$ cat config.mk
export PLATFORM = sky130hd
export DESIGN_NAME = burst_addr_seq
export DESIGN_NICKNAME = d
export VERILOG_FILES = /design/src/rtl/burst_seq_pkg.sv /design/src/rtl/bas_strobe_decode.sv /design/src/rtl/bas_beat_ctr.sv /design/src/rtl/bas_order_map.sv /design/src/rtl/burst_addr_seq.sv
export SDC_FILE = /design/constraint.sdc
export NUM_CORES = 1
export LEC_CHECK = 0
export ABC_CLOCK_PERIOD_IN_PS = 1110
export BUFFER_PORTS_ARGS = -buffer_cell sky130_fd_sc_hd__buf_2
export CAP_MARGIN = 10
export CORE_MARGIN = 2
export CORE_UTILIZATION = 30
export DETAILED_ROUTE_END_ITERATION = 7
export GPL_ROUTABILITY_DRIVEN = 0
export HOLD_SLACK_MARGIN = 0.08
export PLACE_DENSITY = 0.64
export SYNTH_ARGS = -nofsm -noshare
export SYNTH_HDL_FRONTEND = slang
export SYNTH_HIERARCHICAL = 1
export SYNTH_SLANG_ARGS = --single-unit
$ cat constraint.sdc
create_clock -name clk -period 1.11 [get_ports clk]
set_input_delay 0.111 -clock clk [delete_from_list [all_inputs] [get_ports clk]]
set_output_delay 0.111 -clock clk [all_outputs]
set_load 0.01 [all_outputs]
$ cat src/rtl/burst_seq_pkg.sv
package burst_seq_pkg;
   // number of sequenced low address bits; four beats per burst
   localparam int BEAT_W = 2;

   typedef logic [BEAT_W-1:0] beat_t;

   typedef enum logic {
      ORD_LINEAR     = 1'b0,
      ORD_INTERLEAVE = 1'b1
   } order_e;
endpackage

$ cat src/rtl/bas_strobe_decode.sv
module bas_strobe_decode (
   input  logic ld_ctl_n,
   input  logic ld_cpu_n,
   input  logic ce_n,
   output logic load_o
);
   // controller strobe is ungated; processor strobe needs chip enable
   logic ctl_hit;
   logic cpu_hit;

   always_comb begin
      ctl_hit = ~ld_ctl_n;
      cpu_hit = ~ld_cpu_n & ~ce_n;
      load_o  = ctl_hit | cpu_hit;
   end
endmodule

$ cat src/rtl/bas_beat_ctr.sv
module bas_beat_ctr
   import burst_seq_pkg::*;
(
   input  logic  clk,
   input  logic  rst_n,
   input  logic  load_i,
   input  logic  adv_n,
   output beat_t cnt_o
);
   beat_t cnt_q;

   // load wins over advance; natural modulo-4 wrap
   always_ff @(posedge clk) begin
      if (!rst_n)       cnt_q <= '0;
      else if (load_i)  cnt_q <= '0;
      else if (!adv_n)  cnt_q <= cnt_q + beat_t'(1);
   end

   assign cnt_o = cnt_q;

   a_r3_hold: assert property (@(posedge clk) disable iff (!rst_n)
      (!load_i && adv_n) |=> (cnt_o == $past(cnt_o)))
      else $error("R3 beat moved without advance");

   a_r3_step: assert property (@(posedge clk) disable iff (!rst_n)
      (!load_i && !adv_n) |=> (cnt_o == beat_t'($past(cnt_o) + beat_t'(1))))
      else $error("R3 beat did not step by one");

   a_r7_load_clear: assert property (@(posedge clk) disable iff (!rst_n)
      load_i |=> (cnt_o == '0))
      else $error("R7 load did not clear beat");
endmodule

$ cat src/rtl/bas_order_map.sv
module bas_order_map
   import burst_seq_pkg::*;
#(
   parameter int ADDR_W = 18
) (
   input  logic [ADDR_W-1:0] base_i,
   input  beat_t             cnt_i,
   input  order_e            mode_i,
   output logic [ADDR_W-1:0] addr_o
);
   localparam int UP_W = ADDR_W - BEAT_W;

   beat_t lo_ilv;
   beat_t lo_lin;
   beat_t lo_sel;

   always_comb begin
      lo_ilv = base_i[BEAT_W-1:0] ^ cnt_i;
      lo_lin = base_i[BEAT_W-1:0] + cnt_i;
      lo_sel = (mode_i == ORD_INTERLEAVE) ? lo_ilv : lo_lin;
   end

   generate
      if (UP_W > 0) begin : g_upper
         assign addr_o = {base_i[ADDR_W-1:BEAT_W], lo_sel};
      end else begin : g_low_only
         assign addr_o = lo_sel;
      end
   endgenerate
endmodule

$ cat src/rtl/burst_addr_seq.sv
module burst_addr_seq
   import burst_seq_pkg::*;
#(
   parameter int ADDR_W = 18
) (
   input  logic              clk,
   input  logic              rst_n,
   input  logic              ilv_mode_i,
   input  logic              ld_ctl_n,
   input  logic              ld_cpu_n,
   input  logic              ce_n,
   input  logic              adv_n,
   input  logic [ADDR_W-1:0] addr_i,
   output logic [ADDR_W-1:0] addr_o,
   output logic [1:0]        beat_o
);
   generate
      if (ADDR_W < BEAT_W + 1) begin : g_chk_width
         $error("burst_addr_seq: ADDR_W must exceed the sequenced bits");
      end
   endgenerate

   logic              load;
   logic [ADDR_W-1:0] base_q;
   order_e            mode_q;
   beat_t             cnt;

   bas_strobe_decode i_dec (
      .ld_ctl_n (ld_ctl_n),
      .ld_cpu_n (ld_cpu_n),
      .ce_n     (ce_n),
      .load_o   (load)
   );

   // mode captured only under reset, frozen afterwards
   always_ff @(posedge clk) begin
      if (!rst_n) mode_q <= ilv_mode_i ? ORD_INTERLEAVE : ORD_LINEAR;
   end

   always_ff @(posedge clk) begin
      if (!rst_n)     base_q <= '0;
      else if (load)  base_q <= addr_i;
   end

   bas_beat_ctr i_ctr (
      .clk    (clk),
      .rst_n  (rst_n),
      .load_i (load),
      .adv_n  (adv_n),
      .cnt_o  (cnt)
   );

   bas_order_map #(.ADDR_W(ADDR_W)) i_map (
      .base_i (base_q),
      .cnt_i  (cnt),
      .mode_i (mode_q),
      .addr_o (addr_o)
   );

   assign beat_o = cnt;

   a_r1_ctl_load: assert property (@(posedge clk) disable iff (!rst_n)
      !ld_ctl_n |=> (addr_o == $past(addr_i) && beat_o == 2'd0))
      else $error("R1 controller strobe did not load");

   a_r2_idle_stable: assert property (@(posedge clk) disable iff (!rst_n)
      (ld_ctl_n && (ld_cpu_n || ce_n) && adv_n) |=> ($stable(addr_o) && $stable(beat_o)))
      else $error("R2 outputs moved with no effective strobe");

   a_r8_mode_frozen: assert property (@(posedge clk) disable iff (!rst_n)
      rst_n |=> $stable(mode_q))
      else $error("R8 order mode changed after reset");
endmodule

==> results_dict.tcl <==
set metrics [dict create \
    drt_iter0_markers 7 \
    clock_latency_ns 0.29 \
    hold_path_class "in -> reg" \
    vias 735 \
    grt_pass1_wl_um 3040 \
    grt_max_degree 13 \
    critPathSlowestCell "dfxtp_2" \
    final_nets 170 \
    p_comb_share_pct 21.0 \
    drive_above_1_share_pct 42.7 \
    postSynthNetCount 114 \
    path_max_fanout 2 \
    synthAdderAreaFrac_pct 1.35 \
    swShare_pct 25.0 \
    yosysTopAreaCell "dfxtp_1" \
    rows 20 \
    die_h_um 59.6 \
    antenna_found_initial 0 \
    syn_to_final_growth_pct 45.0 \
    ys.warnings.count 6 \
    overflow 0 \
    routedWlPerCell_um 10.8 \
    max_freq_mhz 790 \
    setup_slack_ns -0.155 \
    track_usage_pct 11.7 \
    numCtsBuffers 3 \
    dp.final_hpwl_um 1300 \
    yosysTopAreaCellShare_pct 43.1 \
    clkSlewWorstSetupHoldPaths_ns 0.11 \
    syn_area_um2 928 \
    cts_tree "done" \
    maxCapViolCount 0 \
    final.setup_skew_ns 0.0000477 \
    grt_pass1_vias 726 \
    crit_type "reg -> out" \
    synthTopCellsByArea "dfxtp_1 (43%), mux2i_1 (19%), buf_4 (14%), nor2_1 (7.7%), edfxtp_1 (3.2%)" \
    synth.area.mux_share_pct 19.4 \
    io_pins 45 \
    vdd_ir_drop_max_uv 566 \
    cts_htree_levels 1 \
    drtPass1Iterations 2 \
    slew_viol_final 0 \
    coreArea_um2 3000 \
    place_ws_ns 0.0774 \
    critPathMaxStageDelay_ns 0.35 \
    crit_buf_inv 1 \
    fin_crit_ns 1.27 \
    worstMarginPinSlew_ns 0.184 \
    hold_viol_final 0 \
    ant_nets 0 \
    syn_avg_cell_area_um2 10.5 \
    die_x_um 59.6 \
    final_cell_mix "buf_2 (42), dlygate4sd3_1 (20), nor2_1 (19)" \
    crit_required_ns 1.00 \
    crit_arrival_ns 1.15 \
    slew_headroom_pct 87.8 \
    yosys.area_share.simple_pct 12.0 \
    fin_hold_ws_ns 0.140 \
    crit_path_cell_trace "ha_4, nor2b_4, xnor2_1, buf_2" \
    powerDensity_nw_per_um2 1120 \
    rsz0062_at_grt "yes" \
    synth_compound_area_share_pct 0.539 \
    cts_max_path_buffers 2 \
    failed_checks "setup timing" \
    worstSetupStartpointType "flop" \
    reg2reg_setup_slack_ns 0.13 \
    p_int_mw 1.13 \
    io_buffer_count 44 \
    setup_viol 2 \
    finalCritPeriodShare_pct 114 \
    start_util_pct 30.9 \
    synth_top_family_by_area "multiplexers" \
    ys_seq_area_share_pct 46.4 \
    fillers 293 \
    cp-end-kind "primary output" \
    leakagePower_nw 0.693 \
    power.share.clock_pct 23.5 \
    switching_power_mw 0.375 \
    sequentialPowerShare_pct 55.5 \
    cts.sinks 21 \
    drc 0 \
    synth_seq_cells 21 \
    path_delay_family "flip-flops" \
    synthCells 88 \
    cts_root_buf "clkbuf_4" \
    synth_cell_types 16 \
    postRouteWirelength_um 1910 \
    die_area_um2 3560 \
    status "complete, but fails checks" \
    diodes 0 \
    viasPerCell 4.18 \
    final_common_cell "buf_2" \
    synth_xor_area_share_pct 2.83 \
]
path summary, 6_finish.rpt:
check	cells after the start	startpoint	endpoint
worst max-delay path	4	i_ctr/cnt_o[0]	addr_o[1]
worst min-delay path	3	adv_n	i_ctr/cnt_o[0]
worst max register to register	5	i_ctr/cnt_o[0]	i_ctr/cnt_o[1]
worst min register to register	2	base_q[10]	base_q[10]
per-layer routing:
layer	GRT usage (%)	vias up	wire, µm
met2	22.9	19	1050
met5	0	-	0
met3	1.97	2	69
met1	11.5	337	757
li1	-	377	-
met4	5.71	0	27
synthesized netlist by cell type, drive strengths merged:
master and n:
mux2i 18, dfxtp 20, o21ai 1, and2b 1, xnor2 3, clkinv 1
edfxtp 1, nor3 1, ha 1, nand2b 1, nor2b 2, nor2 19
buf 19
repair_timing:
item	CTS	global route
gates resized for setup	7	2
pin swaps	2	1
buffers inserted	1	1
hold buffers	20	0
endpoints found under the setup margin	2	2
endpoints found under the hold margin	21	0
power groups by stage:
stage               Sequential (mW)  Clock, mW  Combinational [mW]
floorplan                     0.844          0               0.197
global route                  0.840      0.413               0.345
detailed placement            0.849          0               0.245
finish                        0.835      0.353               0.316
CTS                           0.836      0.382               0.310
global placement              0.845          0               0.239
stage by stage:
step / instance area, µm² / power [mW] / TNS, ns / utilization (%) / instances
2_1_floorplan: 928 / 1.04 / 0 / - / 88
3_3_place_gp: 1060 / 1.08 / 0 / 35.5 / 150
3_5_place_dp: 1060 / 1.09 / 0 / 35.5 / 150
4_1_cts: 1330 / 1.53 / -0.198 / 44.3 / 175
5_1_grt: 1350 / 1.60 / -0.324 / 44.8 / 176
6_report: 1350 / 1.50 / -0.162 / 44.8 / 176
logic make-up after synthesis:
kind of cell,Yosys count
and+or+nand+nor,24
DFF,21
buffers and inverters,20
muxes,18
xor gates and xnor gates,3
AOI/OAI and AO/OA,1
adders and majority gates,1
worst min-delay path: stages:
cell     delay (ns)
buf_2          0.12
nor2b_4        0.12
nor3_1         0.05
sequential cells by signal (all words and copies together), names as in the netlist:
register and flops:
mode_q 1, i_ctr/cnt_o 2, base_q 18
layout make-up:
| class | count | area, µm² | area share [%] |
|---|---|---|---|
| clock buffer | 3 | 22.5 | 1.67 |
| clock inverter | 1 | 5.00 | 0.372 |
| inverter | 1 | 3.75 | 0.279 |
| multi-input combinational | 47 | 359 | 26.7 |
| sequential | 21 | 433 | 32.2 |
| tap | 33 | 41.3 | 3.07 |
| timing repair buffer | 70 | 482 | 35.8 |
Note: power is estimated with default switching activity, not from simulation.
